===== config.mk =====
export PLATFORM = sky130hd
export DESIGN_NAME = enc66_encoder
export DESIGN_NICKNAME = d
export VERILOG_FILES = /design/src/rtl/enc66_pkg.sv /design/src/rtl/enc66_lane_codes.sv /design/src/rtl/enc66_packer.sv /design/src/rtl/enc66_scrambler.sv /design/src/rtl/enc66_encoder.sv
export SDC_FILE = /design/constraint.sdc
export NUM_CORES = 1
export LEC_CHECK = 0
export ABC_CLOCK_PERIOD_IN_PS = 4300
export BUFFER_PORTS_ARGS = -buffer_cell sky130_fd_sc_hd__buf_2
export CORE_UTILIZATION = 55
export CTS_BUF_LIST = sky130_fd_sc_hd__clkbuf_2 sky130_fd_sc_hd__clkbuf_4 sky130_fd_sc_hd__clkbuf_8
export DETAILED_ROUTE_END_ITERATION = 12
export PLACE_DENSITY = 0.77
export SYNTH_ARGS = -nofsm -noshare
export SYNTH_HDL_FRONTEND = slang
export SYNTH_SLANG_ARGS = --single-unit

===== constraint.sdc =====
create_clock -name clk -period 4.3 [get_ports clk]
set_input_delay 0.215 -clock clk [delete_from_list [all_inputs] [get_ports clk]]
set_output_delay 0.215 -clock clk [all_outputs]
set_load 0.05 [all_outputs]

===== src/rtl/enc66_pkg.sv =====
package enc66_pkg;
  localparam int LANES   = 8;
  localparam int BYTE_W  = 8;
  localparam int CODE_W  = 7;
  localparam int OCODE_W = 4;
  localparam int TYPE_W  = 8;
  localparam int HDR_W   = 2;
  localparam int WORD_W  = LANES * BYTE_W;

  localparam logic [HDR_W-1:0] HDR_DATA = 2'b10;
  localparam logic [HDR_W-1:0] HDR_CTRL = 2'b01;

  localparam logic [BYTE_W-1:0] CH_IDLE  = 8'h07;
  localparam logic [BYTE_W-1:0] CH_START = 8'hFB;
  localparam logic [BYTE_W-1:0] CH_TERM  = 8'hFD;
  localparam logic [BYTE_W-1:0] CH_ERR   = 8'hFE;
  localparam logic [BYTE_W-1:0] CH_SEQ   = 8'h9C;
  localparam logic [BYTE_W-1:0] CH_SIG   = 8'h5C;

  localparam logic [CODE_W-1:0] C7_IDLE = 7'h00;
  localparam logic [CODE_W-1:0] C7_ERR  = 7'h1E;

  localparam logic [TYPE_W-1:0] TY_CTRL  = 8'h1E;
  localparam logic [TYPE_W-1:0] TY_START = 8'h78;
  localparam logic [TYPE_W-1:0] TY_OSET  = 8'h4B;

  localparam logic [LANES-1:0] MASK_START = 8'h01;
  localparam logic [LANES-1:0] MASK_OSET  = 8'hF1;

  typedef struct packed {
    logic              ok;
    logic [CODE_W-1:0] code;
  } code7_t;

  typedef enum logic [2:0] {
    K_DATA, K_IDLE, K_START, K_OSET, K_TERM, K_ERROR
  } kind_t;

  function automatic code7_t squeeze(input logic [BYTE_W-1:0] ch);
    code7_t r;
    case (ch)
      CH_IDLE: r = '{ok: 1'b1, code: C7_IDLE};
      CH_ERR:  r = '{ok: 1'b1, code: C7_ERR};
      default: r = '{ok: 1'b0, code: C7_ERR};
    endcase
    return r;
  endfunction

  function automatic logic [TYPE_W-1:0] term_type(input int k);
    case (k)
      0:       return 8'h87;
      1:       return 8'h99;
      2:       return 8'hAA;
      3:       return 8'hB4;
      4:       return 8'hCC;
      5:       return 8'hD2;
      6:       return 8'hE1;
      default: return 8'hFF;
    endcase
  endfunction

  function automatic logic [OCODE_W-1:0] ocode_of(input logic [BYTE_W-1:0] ch);
    return (ch == CH_SIG) ? 4'hF : 4'h0;
  endfunction
endpackage


===== src/rtl/enc66_lane_codes.sv =====
module enc66_lane_codes
  import enc66_pkg::*;
(
  input  logic [WORD_W-1:0]             txd,
  input  logic [LANES-1:0]              txc,
  output logic [LANES-1:0][CODE_W-1:0]  codes,
  output logic [LANES-1:0]              code_ok
);
  for (genvar l = 0; l < LANES; l++) begin : g_lane
    code7_t c;
    assign c          = squeeze(txd[BYTE_W*l +: BYTE_W]);
    assign codes[l]   = c.code;
    assign code_ok[l] = txc[l] & c.ok;
  end
endmodule


===== src/rtl/enc66_packer.sv =====
module enc66_packer
  import enc66_pkg::*;
(
  input  logic [WORD_W-1:0]             txd,
  input  logic [LANES-1:0]              txc,
  input  logic [LANES-1:0][CODE_W-1:0]  codes,
  input  logic [LANES-1:0]              code_ok,
  output logic [HDR_W-1:0]              hdr,
  output logic [WORD_W-1:0]             raw
);
  localparam int CODE_BASE = TYPE_W;
  localparam int OS_DATA_LANES = 3;
  localparam int OS_OCODE_POS = TYPE_W + OS_DATA_LANES * BYTE_W;
  localparam int OS_CTRL_FIRST = OS_DATA_LANES + 1;

  logic [LANES-1:0][WORD_W-1:0] term_pay;
  logic [LANES-1:0]             term_match;
  logic [WORD_W-1:0]            idle_word, err_word, start_word, oset_word, term_word;
  logic                         term_hit, oset_ok;
  kind_t                        kind;

  // One candidate block per terminate position
  for (genvar k = 0; k < LANES; k++) begin : g_term
    localparam logic [LANES-1:0] TXC_M = {LANES{1'b1}} << k;
    localparam logic [LANES-1:0] AFTER = TXC_M << 1;
    logic [WORD_W-1:0] tp;
    always_comb begin
      tp = '0;
      tp[TYPE_W-1:0] = term_type(k);
      for (int b = 0; b < k; b++)
        tp[TYPE_W + BYTE_W*b +: BYTE_W] = txd[BYTE_W*b +: BYTE_W];
      for (int j = k + 1; j < LANES; j++)
        tp[CODE_BASE + CODE_W*j +: CODE_W] = codes[j];
    end
    assign term_pay[k]   = tp;
    assign term_match[k] = (txc == TXC_M) &&
                           (txd[BYTE_W*k +: BYTE_W] == CH_TERM) &&
                           ((code_ok | ~AFTER) == {LANES{1'b1}});
  end

  always_comb begin
    term_hit  = 1'b0;
    term_word = '0;
    for (int k = 0; k < LANES; k++) begin
      if (term_match[k]) begin
        term_hit  = 1'b1;
        term_word = term_pay[k];
      end
    end
  end

  always_comb begin
    idle_word = '0;
    err_word  = '0;
    idle_word[TYPE_W-1:0] = TY_CTRL;
    err_word[TYPE_W-1:0]  = TY_CTRL;
    for (int j = 0; j < LANES; j++) begin
      idle_word[CODE_BASE + CODE_W*j +: CODE_W] = codes[j];
      err_word[CODE_BASE + CODE_W*j +: CODE_W]  = C7_ERR;
    end
  end

  assign start_word = {txd[WORD_W-1:BYTE_W], TY_START};

  always_comb begin
    oset_word = '0;
    oset_word[TYPE_W-1:0] = TY_OSET;
    oset_word[TYPE_W +: OS_DATA_LANES*BYTE_W] = txd[BYTE_W +: OS_DATA_LANES*BYTE_W];
    oset_word[OS_OCODE_POS +: OCODE_W] = ocode_of(txd[BYTE_W-1:0]);
    for (int j = OS_CTRL_FIRST; j < LANES; j++)
      oset_word[CODE_BASE + CODE_W*j +: CODE_W] = codes[j];
  end

  assign oset_ok = (txc == MASK_OSET) &&
                   ((txd[BYTE_W-1:0] == CH_SEQ) || (txd[BYTE_W-1:0] == CH_SIG)) &&
                   (&code_ok[LANES-1:OS_CTRL_FIRST]);

  // Layout priority: data, all-control, start, ordered set, terminate, error
  always_comb begin
    if (txc == '0)                                  kind = K_DATA;
    else if (&code_ok)                              kind = K_IDLE;
    else if ((txc == MASK_START) &&
             (txd[BYTE_W-1:0] == CH_START))         kind = K_START;
    else if (oset_ok)                               kind = K_OSET;
    else if (term_hit)                              kind = K_TERM;
    else                                            kind = K_ERROR;
  end

  always_comb begin
    hdr = (kind == K_DATA) ? HDR_DATA : HDR_CTRL;
    case (kind)
      K_DATA:  raw = txd;
      K_IDLE:  raw = idle_word;
      K_START: raw = start_word;
      K_OSET:  raw = oset_word;
      K_TERM:  raw = term_word;
      default: raw = err_word;
    endcase
  end
endmodule


===== src/rtl/enc66_scrambler.sv =====
module enc66_scrambler #(
  parameter int          W      = 64,
  parameter int          ST     = 58,
  parameter int          TAP    = 39,
  parameter logic [57:0] SEED   = '1
) (
  input  logic         clk,
  input  logic         rst,
  input  logic [W-1:0] din,
  output logic [W-1:0] dout
);
  localparam int EXT_W = ST + W;

  logic [ST-1:0]    state;
  logic [EXT_W-1:0] ext;

  // ext[0] is the oldest history bit; ext[ST+i] is output bit i
  always_comb begin
    ext = '0;
    ext[ST-1:0] = state;
    for (int i = 0; i < W; i++)
      ext[ST+i] = din[i] ^ ext[ST+i-TAP] ^ ext[i];
  end

  assign dout = ext[EXT_W-1:ST];

  always_ff @(posedge clk) begin
    if (rst) state <= SEED[ST-1:0];
    else     state <= ext[EXT_W-1:W];
  end
endmodule


===== src/rtl/enc66_encoder.sv =====
module enc66_encoder
  import enc66_pkg::*;
#(
  parameter logic [57:0] SCR_SEED = '1
) (
  input  logic              clk,
  input  logic              rst,
  input  logic [63:0]       txd,
  input  logic [7:0]        txc,
  input  logic              scr_bypass,
  output logic [1:0]        blk_hdr,
  output logic [63:0]       blk_payload
);
  logic [LANES-1:0][CODE_W-1:0] codes;
  logic [LANES-1:0]             code_ok;
  logic [HDR_W-1:0]             hdr_c;
  logic [WORD_W-1:0]            raw_c, scr_c;

  enc66_lane_codes codes_i (
    .txd     (txd),
    .txc     (txc),
    .codes   (codes),
    .code_ok (code_ok)
  );

  enc66_packer pack_i (
    .txd     (txd),
    .txc     (txc),
    .codes   (codes),
    .code_ok (code_ok),
    .hdr     (hdr_c),
    .raw     (raw_c)
  );

  enc66_scrambler #(
    .W    (WORD_W),
    .ST   (58),
    .TAP  (39),
    .SEED (SCR_SEED)
  ) scr_i (
    .clk  (clk),
    .rst  (rst),
    .din  (raw_c),
    .dout (scr_c)
  );

  always_ff @(posedge clk) begin
    if (rst) begin
      blk_hdr     <= HDR_CTRL;
      blk_payload <= '0;
    end else begin
      blk_hdr     <= hdr_c;
      blk_payload <= scr_bypass ? raw_c : scr_c;
    end
  end
endmodule


==> Word level (Yosys, flattened, before mapping) <==
Cells that the tools add are included.
{ "classes": {"shifts": 0, "mul": 0, "n_eq_ne": 47, "n_lt_le_gt_ge": 0, "n_div": 0, "reduce_logical": 23, "muxes": 33, "addsub": 0, "bitwise_logic": 136} }
{ "op_table": {"columns": ["op", "n"], "rows": [
  ["$mux 64", 9],
  ["$pmux 64 s5", 1],
  ["$eq 8x8->1 const B", 27],
  ["$pmux 8 s2", 8],
  ["$xor 1x1->1", 128],
  ["$eq 8x3->1 const B", 8],
  ["$logic_and 1x1->1", 18],
  ["$mux 3", 4],
  ["$mux 1", 9],
  ["$and 1x1->1", 8],
  ["$eq 8x1->1 const B", 1],
  ["$eq 8x7->1 const B", 1],
  ["$logic_not 8->1", 1],
  ["$reduce_and 8->1", 1],
  ["$eq 7x7->1 const B", 1],
  ["$eq 3x2->1 const B", 2],
  ["$eq 3x3->1 const B", 2],
  ["$eq 6x6->1 const B", 1],
  ["$eq 5x5->1 const B", 1],
  ["$eq 4x4->1 const B", 1],
  ["$mux 4", 1],
  ["$reduce_and 4->1", 1],
  ["$eq 3x1->1 const B", 1],
  ["$logic_not 3->1", 1],
  ["other kinds (3)", 3]
]} }
{ "totals": {"elab_cells": 242, "memories": 0, "reg_bits": 124, "out_inout_bits": 66, "romBits": 0, "latchBits": 0, "ram_bits": 0} }

==> Logic depth before layout (Yosys ltp) <==
Gate-level depths: netlist of run 1.
{ "depth": {"word_depth": 25, "ltp_mapped": 13} }

==> Hierarchy <==
From an unflattened synthesis of run 1, not the netlist that was laid out.
{ "hier_totals": {"cells_unflattened": 912, "area_unflattened_um2": 8256.7} }
{ "modules_own_cells": {"columns": ["mod", "instances", "cells_each", "area_per_inst_um2"], "rows": [
  ["enc66_scrambler", 1, 244, 2916.5],
  ["enc66_encoder", 1, 210, 2346.0],
  ["enc66_packer", 1, 359, 2230.9],
  ["enc66_lane_codes", 1, 99, 763.2]
]} }

==> Worst setup path after synthesis of run 1 <==
OpenSTA, ideal clock, no wires.
{ "synth_path": {"kind": "input to register", "startpoint": "in txd[43]", "endpoint": "reg blk_payload[55]", "path_slack_ns": 1.051, "path_stages": 11, "n_path_buf": 1, "required_time_ns": 4.229, "arrival_time_ns": 3.178, "path_cell_list": "or4b_4 > o32ai_4 > o2111ai_4 > a2111oi_2 > or3_1 > buf_6 > o21ai_4 > a221oi_4 > xnor3_1 > or3_1 > a21oi_1"} }
{ "synth_via": {"elab_chain_len": 25, "word_cells_on_any_way": 52, "classes_between": "12 x eq/ne; 24 x mux; 5 x bitwise; 11 x reduce/logical"} }
{ "synth_lines": {"columns": ["item", "line_no", "source"], "rows": [
  ["start, declared", "enc66_encoder.sv:8", "input logic [63:0] txd,"],
  ["$eq 8x8->1 or $eq 8x3->1 (tied branches)", "enc66_pkg.sv:41", "case (ch)"],
  ["$pmux 8 s2", "enc66_pkg.sv:41", null],
  ["$and 1x1->1", "enc66_lane_codes.sv:13", "assign code_ok[l] = txc[l] & c.ok;"],
  ["$eq 7x7->1", "enc66_packer.sv:38", "((code_ok | ~AFTER) == {LANES{1'b1}});"],
  ["$logic_and 1x1->1", "enc66_packer.sv:37", "(txd[BYTE_W*k +: BYTE_W] == CH_TERM) &&"],
  ["$mux 1 (8 in a row)", "enc66_packer.sv:45", "if (term_match[k]) begin"],
  ["$mux 1", "enc66_packer.sv:85", "else if (term_hit) kind = K_TERM;"],
  ["$mux 3", "enc66_packer.sv:84", "else if (oset_ok) kind = K_OSET;"],
  ["$mux 3", "enc66_packer.sv:82", "else if ((txc == MASK_START) &&"],
  ["$mux 3", "enc66_packer.sv:81", "else if (&code_ok) kind = K_IDLE;"],
  ["$mux 3", "enc66_packer.sv:80", "if (txc == '0) kind = K_DATA;"],
  ["$eq 3x3->1, or another cell as far along", "enc66_packer.sv:91", "case (kind)"],
  ["$pmux 64 s5 (*)", "enc66_packer.sv:91", null],
  ["$xor 1x1->1 (4 in a row)", "enc66_scrambler.sv:22", "ext[ST+i] = din[i] ^ ext[ST+i-TAP] ^ ext[i];"],
  ["$mux 64 (*)", "enc66_encoder.sv:53", "blk_payload <= scr_bypass ? raw_c : scr_c;"],
  ["end signal, assigned", "enc66_encoder.sv:53", null],
  ["end, declared", "enc66_encoder.sv:12", "output logic [63:0] blk_payload"]
]} }
Every way passes the cells marked *; elsewhere a longest branch is shown, timed or not.
A chain may end at the register's enable or synchronous reset.

==> Worst setup path in the final report of run 1 <==
{ "layout_path": {"startpoint": "in txd[59]", "endpoint": "reg blk_payload[61]"} }
The elaborated chain is that of the path after synthesis.

==> PnR_summary.wiki, run 1 <==
{| class="wikitable"
! Metric !! Value
|-
| Run status || finished clean
|-
| Critical path class || in -> reg
|-
| Capture instance of the worst register-to-register path || blk_payload[58]
|-
| Area contributors post-synth || dfxtp_1 34%, xnor2_1 12%, xor2_1 6.8%, nor2_1 5.5%, nand2_1 4.5%
|-
| Post-synthesis sequential area ratio || 0.3444
|-
| Clock transition at path regs || about 90 ps
|-
| Via count || about 6700
|-
| Complex-gate fraction of the synthesized area || 0.1488
|-
| Number of flops mapped to enable cells by yosys || 0
|-
| Pin count of the biggest net entering global routing || 64
|-
| Count of warnings emitted by yosys || 0
|-
| Leakage power of the design || between 3 and 4 nW
|-
| Final worst-path cycle share || 0.8108
|-
| Kind of start point of the critical path || primary input
|-
| Origin of the worst setup path || txd[59]
|-
| Layout-stage area growth over the synthesis result || 18.35%
|-
| Effective utilization at floorplan || 0.5666
|-
| Final GP Congestion || 0.9601
|-
| Top Ports || approximately 140
|-
| Simple-gate area share of the yosys netlist || 0.2220
|-
| Req. time, crit path || around 4700 ps
|-
| Share of final-layout standard cells stronger than drive strength 1 || 0.2388
|-
| Ant diodes || 0
|-
| Number of sinks on the clock net || 124
|-
| Setup Slack @ Placement || approximately 440 ps
|-
| Final TNS setup || 0 ps
|-
| Via density || 5.915
|-
| Wire length of the first global-routing pass || ~35000 um
|-
| Slack of the critical path || ~810 ps
|-
| DRC errors left || 0
|-
| Number of standard-cell rows in the floorplan || 41
|-
| Pins Over Slew Limit || 0
|-
| Highest attainable clock frequency || approximately 290 MHz
|-
| Post-layout minimum cycle time || about 3500 ps
|-
| TritonCTS clock tree || done
|-
| Endpoint class of the critical path || flop
|-
| Flip-flop and latch count after synthesis || 124
|-
| Hold violation total from the final report || 0
|-
| Worst path arrival time || between 3000 and 4000 ps
|-
| Bufs on Longest Clock Path || 2
|-
| WL/cell || 20.64 um
|-
| Power per unit of standard cell area || just over 700 mW/mm2
|-
| Number of distinct library cell variants in the gate-level netlist after synthesis || 67
|-
| Setup slack, reg-to-reg || between 2000 and 3000 ps
|-
| Combinational family with the most area after synthesis || XOR/XNOR gates
|-
| Max Cap Viol || 0
|-
| Deepest level of the CTS H-tree || 4
|-
| Post-synthesis net count || ~880
|-
| Die Outline Area || 0.01357 mm2
|-
| Setup Buffers After CTS || 0
|-
| Terminating pin of the worst hold path || blk_hdr[1]
|-
| Relative slew slack || 0.4451
|-
| Clock latency at the later pin of the worst-skew pair || between 400 and 500 ps
|-
| CTS Hold Bufs || 0
|-
| Area of the core region || roughly 0.013 mm2
|-
| Aggregate global-route resource usage || 0.3576
|-
| Number of nets in the layout || 1025
|-
| Port bufs || 140
|-
| Largest area contributor in the synthesized netlist || dfxtp_1
|-
| Post-synthesis area per instance || just under 9 um2
|-
| Hpwl dp || about 18000 um
|-
| Hold Path Stages || 2
|-
| Antenna violation net count after detailed routing || 0
|-
| Utilization after layout || 0.6705
|-
| Root Buffer Master || clkbuf_8
|-
| Grt ovf || 0
|-
| Die extent in y || between 100 and 150 um
|-
| Class of the worst hold path || in -> reg
|-
| Synthesized instance count || roughly 800
|-
| Largest driver fanout on the critical path || 8
|-
| Routed wire length || 23420 um
|-
| Most used flip-flop cell after synthesis || dfxtp_1
|-
| Number of iterations in the first detailed-routing pass || 5
|-
| Most frequent cells in the layout || 140 x buf_2, 124 x dfxtp_1, 105 x nor2_1
|-
| Summed instance area of the synthesized netlist || slightly above 0.007 mm2
|-
| Max Clock Skew || between 10 and 15 ps
|-
| Commonest non-fill, non-tap cell in the layout || buf_2
|-
| Fraction of synthesized cell area in xor and xnor cells || 0.2420
|-
| Area share of the largest cell type after synthesis || 0.3444
|-
| Post-synthesis share of cell area spent on full adders, half adders and majority gates || 0
|-
| Share of synthesized registers carrying an async set or reset || 0
|-
| Proportion of synthesized area in mux cells || 0.01771
|-
| Launching point of the worst reg2reg path || scr_i.state[19]
|-
| Cells resized by post-CTS repair || 0
|-
| Number of global-route vias before repair || 6032
|-
| Unrepaired setup endpoints after global routing || false
|-
| Initial antenna violation count || 0
|-
| Worst Max-Slew Pin Slew || between 800 and 900 ps
|-
| Setup violators final || 0
|-
| Path depth of the worst reg2reg path || 5
|-
| Horizontal die dimension || 116.5 um
|-
| Max VDD drop || about 0.26 mV
|-
| Startpoint of the lowest-slack hold path || txc[0]
|-
| Number of DRC markers in iteration 0 || around 600
|-
| Clock buffers created by TritonCTS || 17
|}
==> worst max-delay path: stages <==
cell and delay (ps):
buf_2 110, nor4b_1 570, o2bb2ai_1 370, o2111ai_4 310, a2111oi_2 430, or3_1 400, nor2_1 230, nor3_2 390
xnor3_1 490, nand2_1 100, mux2i_1 250
==> kinds of logic after synthesis <==
kind of cell,after synthesis
compound gates,128
xor+xnor,173
buf+inv,46
flops,124
mux,12
simple gates,323
==> routing by layer <==
layer / vias to the layer above / GRT usage / share of wire
met5: - / 0 / 0
met1: 3184 / 0.4829 / 0.43
met2: 363 / 0.5464 / 0.44
met4: 0 / 0.1496 / 0.038
li1: 3117 / - / -
met3: 49 / 0.08459 / 0.087
==> cell type report <==
class                           count  area, um2
Clock buffer                       17      234.0
Clock inverter                     15      155.1
Fill cell                        1089       4192
Inverter                           10      37.54
Multi-Input combinational cell    636       4548
Sequential cell                   124       2482
Tap cell                          172      215.2
Timing Repair Buffer              161      858.3
==> power breakdown <==
| part | internal (mW) | switching [mW] | total, mW | leakage (nW) |
|---|---|---|---|---|
| sequential | 1.59 | 0.253 | 1.85 | 1.03 |
| combinational | 1.38 | 1.93 | 3.31 | 2.45 |
| clock | 0.477 | 0.541 | 1.02 | 0.186 |
==> registers in the layout, indices dropped and copies added (netlist names) <==
signal / cells
blk_hdr: 2
blk_payload: 64
scr_i.state: 58
==> cells in the mapped netlist, types with 3 or more instances <==
master and n:
or2_2 8, o2111ai_1 5, dfxtp_1 124, a22oi_1 8
o22ai_1 3, clkbuf_1 33, a221oi_2 7, mux2_2 6
nand4b_1 8, nand2_1 87, a21oi_1 17, xnor2_1 101
nand3_1 9, o21a_1 4, and3_1 11, o211ai_1 4
xor3_1 7, or3_1 13, and2_1 6, a22o_1 18
a221o_1 5, xnor3_1 9, o21ai_0 20, mux2i_1 6
nor2_1 105, or4_1 4, nand2b_1 8, nand4_1 10
a21o_1 5, nor4b_1 4, a221oi_1 13, xor2_1 56
nor3_1 22, nor4_1 6, inv_1 9, and4_1 4
nand3b_1 3, a211oi_1 3
==> through the flow <==
step           hold WS, ps  power, mW  std cells  cell area, um2
3_5_place_dp         585.7      5.140       1103            8142
2_1_floorplan        450.4      4.497        806            7208
3_3_place_gp         576.5      5.074       1103            8142
6_report             106.9      6.175       1135            8531
5_1_grt              123.6      6.532       1135            8531
4_1_cts              87.48      6.172       1135            8531
==> worst max-delay path by stage <==
stage | endpoint | slack [ps] | cells after the start
detailed placement | blk_payload[61] | 440 | 11
floorplan | blk_payload[55] | 1050 | 11
CTS | blk_payload[61] | 900 | 11
finish | blk_payload[61] | 810 | 11
global placement | blk_payload[61] | 420 | 11
global route | blk_payload[61] | 570 | 11
Power figures use the tool's default switching activity.
==> run 2, diff against run 1 <==
--- a/config.mk
+++ b/config.mk
@@ -5,12 +5,13 @@
 export SDC_FILE = /design/constraint.sdc
 export NUM_CORES = 1
 export LEC_CHECK = 0
-export ABC_CLOCK_PERIOD_IN_PS = 4300
+export ABC_AREA = 1
+export ABC_CLOCK_PERIOD_IN_PS = 3000
 export BUFFER_PORTS_ARGS = -buffer_cell sky130_fd_sc_hd__buf_2
-export CORE_UTILIZATION = 55
+export CORE_UTILIZATION = 53
 export CTS_BUF_LIST = sky130_fd_sc_hd__clkbuf_2 sky130_fd_sc_hd__clkbuf_4 sky130_fd_sc_hd__clkbuf_8
 export DETAILED_ROUTE_END_ITERATION = 12
-export PLACE_DENSITY = 0.77
+export PLACE_DENSITY = 0.76
 export SYNTH_ARGS = -nofsm -noshare
 export SYNTH_HDL_FRONTEND = slang
 export SYNTH_SLANG_ARGS = --single-unit
==> constraint.sdc (replaced) <==
create_clock -name clk -period 3 [get_ports clk]
set_input_delay 0.15 -clock clk [delete_from_list [all_inputs] [get_ports clk]]
set_output_delay 0.15 -clock clk [all_outputs]
set_load 0.05 [all_outputs]
==> PnR_summary.wiki, run 2 <==
{| class="wikitable"
! Metric !! Value
|-
| Run status || finished clean (unchanged)
|-
| Post-synthesis sequential area ratio || 0.2938 (was 0.3444)
|-
| Clock transition at path regs || 80 ps (was 90 ps)
|-
| Worst path arrival time || 2800 ps (was 3870 ps)
|-
| Setup Buffers After CTS || 0 (unchanged)
|-
| Placed instance area || 0.009698 mm2 (was 0.008142 mm2)
|-
| Antenna violation net count after detailed routing || 0 (unchanged)
|-
| Switching Share || 0.4732 (was 0.4418)
|-
| Largest area contributor in the synthesized netlist || dfxtp_1 (unchanged)
|-
| Max Clock Skew || 11.94 ps (was 10.66 ps)
|-
| Final GP Congestion || 1.060 (was 0.9601)
|-
| Post-synthesis net count || 1402 (was 881)
|-
| Power per unit of standard cell area || 808.0 mW/mm2 (was 723.9 mW/mm2)
|-
| Top cells by instance count after synthesis || 339 x nand2_1, 206 x inv_1, 140 x nand3_1 (was 124 x dfxtp_1, 105 x nor2_1, 101 x xnor2_1)
|-
| Layout-stage area growth over the synthesis result || 19.46% (was 18.35%)
|-
| Switch Pwr || 3.860 mW (was 2.728 mW)
|-
| Share of final-layout standard cells stronger than drive strength 1 || 0.2046 (was 0.2388)
|-
| Cells resized by post-CTS repair || 0 (unchanged)
|-
| Register with the highest flop count || blk_payload (unchanged)
|-
| Number of DRC markers in iteration 0 || 1114 (was 618)
|-
| Slowest library cell on the worst path || nor2_1 (was nor4b_1)
|-
| Worst Max-Slew Pin Slew || 953.7 ps (was 832.3 ps)
|-
| Count leader, synth || nand2_1 (was dfxtp_1)
|-
| DRC errors left || 0 (unchanged)
|-
| Number of standard-cell rows in the floorplan || 45 (was 41)
|-
| Area taken by flip-flops and latches || 0.002482 mm2 (unchanged)
|-
| Setup Slack @ Placement || 193.9 ps (was 436.4 ps)
|-
| Number of distinct library cell variants in the gate-level netlist after synthesis || 50 (was 67)
|-
| Root Buffer Master || clkbuf_8 (unchanged)
|-
| Largest driver fanout on the critical path || 4 (was 8)
|-
| Initial antenna violation count || 0 (unchanged)
|-
| Pin count of the biggest net entering global routing || 89 (was 64)
|-
| Final worst-path cycle share || 0.8183
|-
| Class of the worst hold path || in -> reg (unchanged)
|-
| Effective utilization at floorplan || 0.5498 (was 0.5666)
|-
| Via density || 5.567 (was 5.915)
|-
| Area of the core region || 0.01537 mm2 (was 0.01272 mm2)
|-
| Area contributors post-synth || dfxtp_1 29%, nand2_1 15%, inv_1 9.2%, nand3_1 8.3%, xor2_1 5.9% (was dfxtp_1 34%, xnor2_1 12%, xor2_1 6.8%, nor2_1 5.5%, nand2_1 4.5%)
|-
| Ant diodes || 0 (unchanged)
|-
| Endpoint class of the critical path || flop (unchanged)
|-
| Slack of the critical path || 545.0 ps (was 813.7 ps)
|-
| Flip-flop and latch count after synthesis || 124 (unchanged)
|-
| Unrepaired setup endpoints after global routing || false (unchanged)
|-
| Commonest non-fill, non-tap cell in the layout || nand2_1 (was buf_2)
|-
| Combinational power share || 0.499 (was 0.536)
|-
| Number of iterations in the first detailed-routing pass || 5 (unchanged)
|-
| Post-synthesis area per instance || 6.368 um2 (was 8.943 um2)
|-
| Deepest level of the CTS H-tree || 4 (unchanged)
|-
| Routed wire length || 31060 um (was 23420 um)
|-
| Pins Over Slew Limit || 0 (unchanged)
|-
| Fraction of power consumed by the clock network || 0.182 (was 0.165)
|-
| Design Area, Final || 0.01009 mm2 (was 0.008531 mm2)
|-
| Count of warnings emitted by yosys || 0 (unchanged)
|-
| Share of synthesized registers carrying an async set or reset || 0 (unchanged)
|-
| Synthesized instance count || 1327 (was 806)
|-
| Slowest cell delay on critical path || 280 ps (was 570 ps)
|-
| Most used flip-flop cell after synthesis || dfxtp_1 (unchanged)
|-
| Number of global-route vias before repair || 8791 (was 6032)
|-
| Highest attainable clock frequency || about 410 MHz
|-
| Number of sinks on the clock net || 124 (unchanged)
|-
| Clock latency at the later pin of the worst-skew pair || 440 ps (was 460 ps)
|-
| Ordered cell list for the critical path || buf_2 > inv_1 > nand2_1 > nor2_1 > nand2_1 > a21oi_1 > nand2_1 > nor2_1 > nand3_1 > nand2_1 > inv_1 > a21oi_1 > buf_4 > a21oi_1 > nand3_1 > xor2_1 > a21o_1 > inv_1 (was buf_2 > nor4b_1 > o2bb2ai_1 > o2111ai_4 > a2111oi_2 > or3_1 > nor2_1 > nor3_2 > xnor3_1 > nand2_1 > mux2i_1)
|-
| Kind of start point of the critical path || primary input (unchanged)
|-
| Max VDD drop || 0.6591 mV (was 0.2591 mV)
|-
| Flip-flop count of the largest register, all copies and words added || 64 (unchanged)
|-
| Wire length of the first global-routing pass || 48230 um (was 35000 um)
|-
| Cell repeated most along the worst path || nand2_1
|-
| Top Ports || 141 (unchanged)
|-
| Leakage power of the design || 5.352 nW (was 3.672 nW)
|-
| Relative slew slack || 0.3575 (was 0.4451)
|-
| Die extent in y || 128.3 um (was 116.5 um)
|-
| Bufs on Longest Clock Path || 2 (unchanged)
|-
| Clock buffers created by TritonCTS || 17 (unchanged)
|-
| Grt ovf || 0 (unchanged)
|-
| Post-layout minimum cycle time || around 2500 ps
|-
| Final TNS setup || 0 ps (unchanged)
|-
| TritonCTS clock tree || done (unchanged)
|-
| Multi-input logic area || 0.004959 mm2 (was 0.004548 mm2)
|-
| Part of the total power dissipated in sequential elements || 0.319 (was 0.299)
|-
| Setup violators final || 0 (unchanged)
|-
| Most frequent cells in the layout || 339 x nand2_1, 205 x inv_1, 140 x nand3_1, 140 x buf_2, 124 x dfxtp_1 (was 140 x buf_2, 124 x dfxtp_1, 105 x nor2_1)
|-
| Req. time, crit path || 3350 ps (was 4680 ps)
|-
| Internal power contribution || 4.297 mW (was 3.447 mW)
|-
| Number of filler instances in the final layout || 1438 (was 1089)
|-
| Via count || 9637 (was 6713)
|-
| Hpwl dp || 25080 um (was 18450 um)
|-
| Area share of the largest cell type after synthesis || 0.2938 (was 0.3444)
|-
| Horizontal die dimension || 128.3 um (was 116.5 um)
|-
| Hold violation total from the final report || 0 (unchanged)
|-
| CTS Hold Bufs || 0 (unchanged)
|-
| Largest registers || blk_payload x64, scr_i.state x58, blk_hdr x2 (unchanged)
|-
| Aggregate global-route resource usage || 0.3901 (was 0.3576)
|-
| Die Outline Area || 0.01645 mm2 (was 0.01357 mm2)
|-
| Port bufs || 140 (unchanged)
|-
| Number of flops mapped to enable cells by yosys || 0 (unchanged)
|-
| Number of nets in the layout || 1582 (was 1025)
|-
| Critical path class || in -> reg (unchanged)
|-
| Summed instance area of the synthesized netlist || 0.008451 mm2 (was 0.007208 mm2)
|-
| Max Cap Viol || 0 (unchanged)
|-
| WL/cell || 17.94 um (was 20.64 um)
|}
[run 2: cell types whose count changed after synthesis, moves of 12 or more]
cell | before | now
a21oi_1 | 17 | 45
clkbuf_1 | 33 | 20
o211ai_1 | 4 | 22
xnor2_1 | 101 | 14
or3_1 | 13 | 0
nand2_1 | 87 | 339
inv_2 | 0 | 12
a22o_1 | 18 | 0
inv_1 | 9 | 206
nand3_1 | 9 | 140
nand4_1 | 10 | 45
o21ai_0 | 20 | 40
nor2_2 | 0 | 13
[run 2: worst max-delay path: cells and delay by family]
kind,cells,cell delay [ps]
compound gates,4,610
simple gates,8,1300
buf+inv,5,470
xor+xnor,1,240
[run 2: area by class of cell]
type,instances,share of cell area
multi-input cells,946,0.4912
flip-flops and latches,124,0.2459
repair buffers,197,0.1143
inverters,221,0.08317
well taps,211,0.02615
clock buffers,19,0.02529
clock inverters,13,0.01401
[run 2: path summary, 6_finish.rpt]
check / start / to / slack, ps / cells after the start
setup / recovery: txd[36] / blk_payload[30] / 550 / 18
hold reg to reg: scr_i.state[39] / scr_i.state[33] / 590 / 3
hold / removal: scr_bypass / blk_payload[52] / 140 / 3
setup reg to reg: scr_i.state[19] / blk_payload[58] / 1350 / 8
[run 2: routing by layer]
metal | vias to the layer above | GRT usage | part of all wire
met5 | - | 0 | 0
met2 | 573 | 0.5860 | 0.41
li1 | 4621 | - | -
met4 | 0 | 0.2235 | 0.059
met1 | 4330 | 0.5138 | 0.42
met3 | 113 | 0.08639 | 0.11
[run 2: cell families (layout without fill, tap and decap cells)]
group	count (synthesis)	after routing	synth area share
flip-flops	124	124	0.2938
XOR/XNOR	73	73	0.07744
buffers and inverters	257	450	0.1195
AO/OA/AOI/OAI	153	153	0.1102
AND/OR/NAND/NOR	720	720	0.3992
[run 2: metrics by stage]
step / power [mW] / cells / hold slack [ps] / util
CTS: 8.109 / 1731 / 131.5 / 0.6567
global placement: 6.547 / 1699 / 537.0 / 0.6309
global route: 8.724 / 1731 / 158.2 / 0.6567
floorplan: 5.573 / 1327 / 377.9 / -
finish: 8.156 / 1731 / 139.2 / 0.6567
detailed placement: 6.602 / 1699 / 558.9 / 0.6309
[run 2: power groups by stage]
stage	combinational [mW]	clock, mW	sequential [mW]
finish	4.07	1.48	2.60
global route	4.51	1.57	2.65
CTS	4.03	1.49	2.59
detailed placement	3.98	0	2.62
global placement	3.92	0	2.62
floorplan	2.28	0	3.29
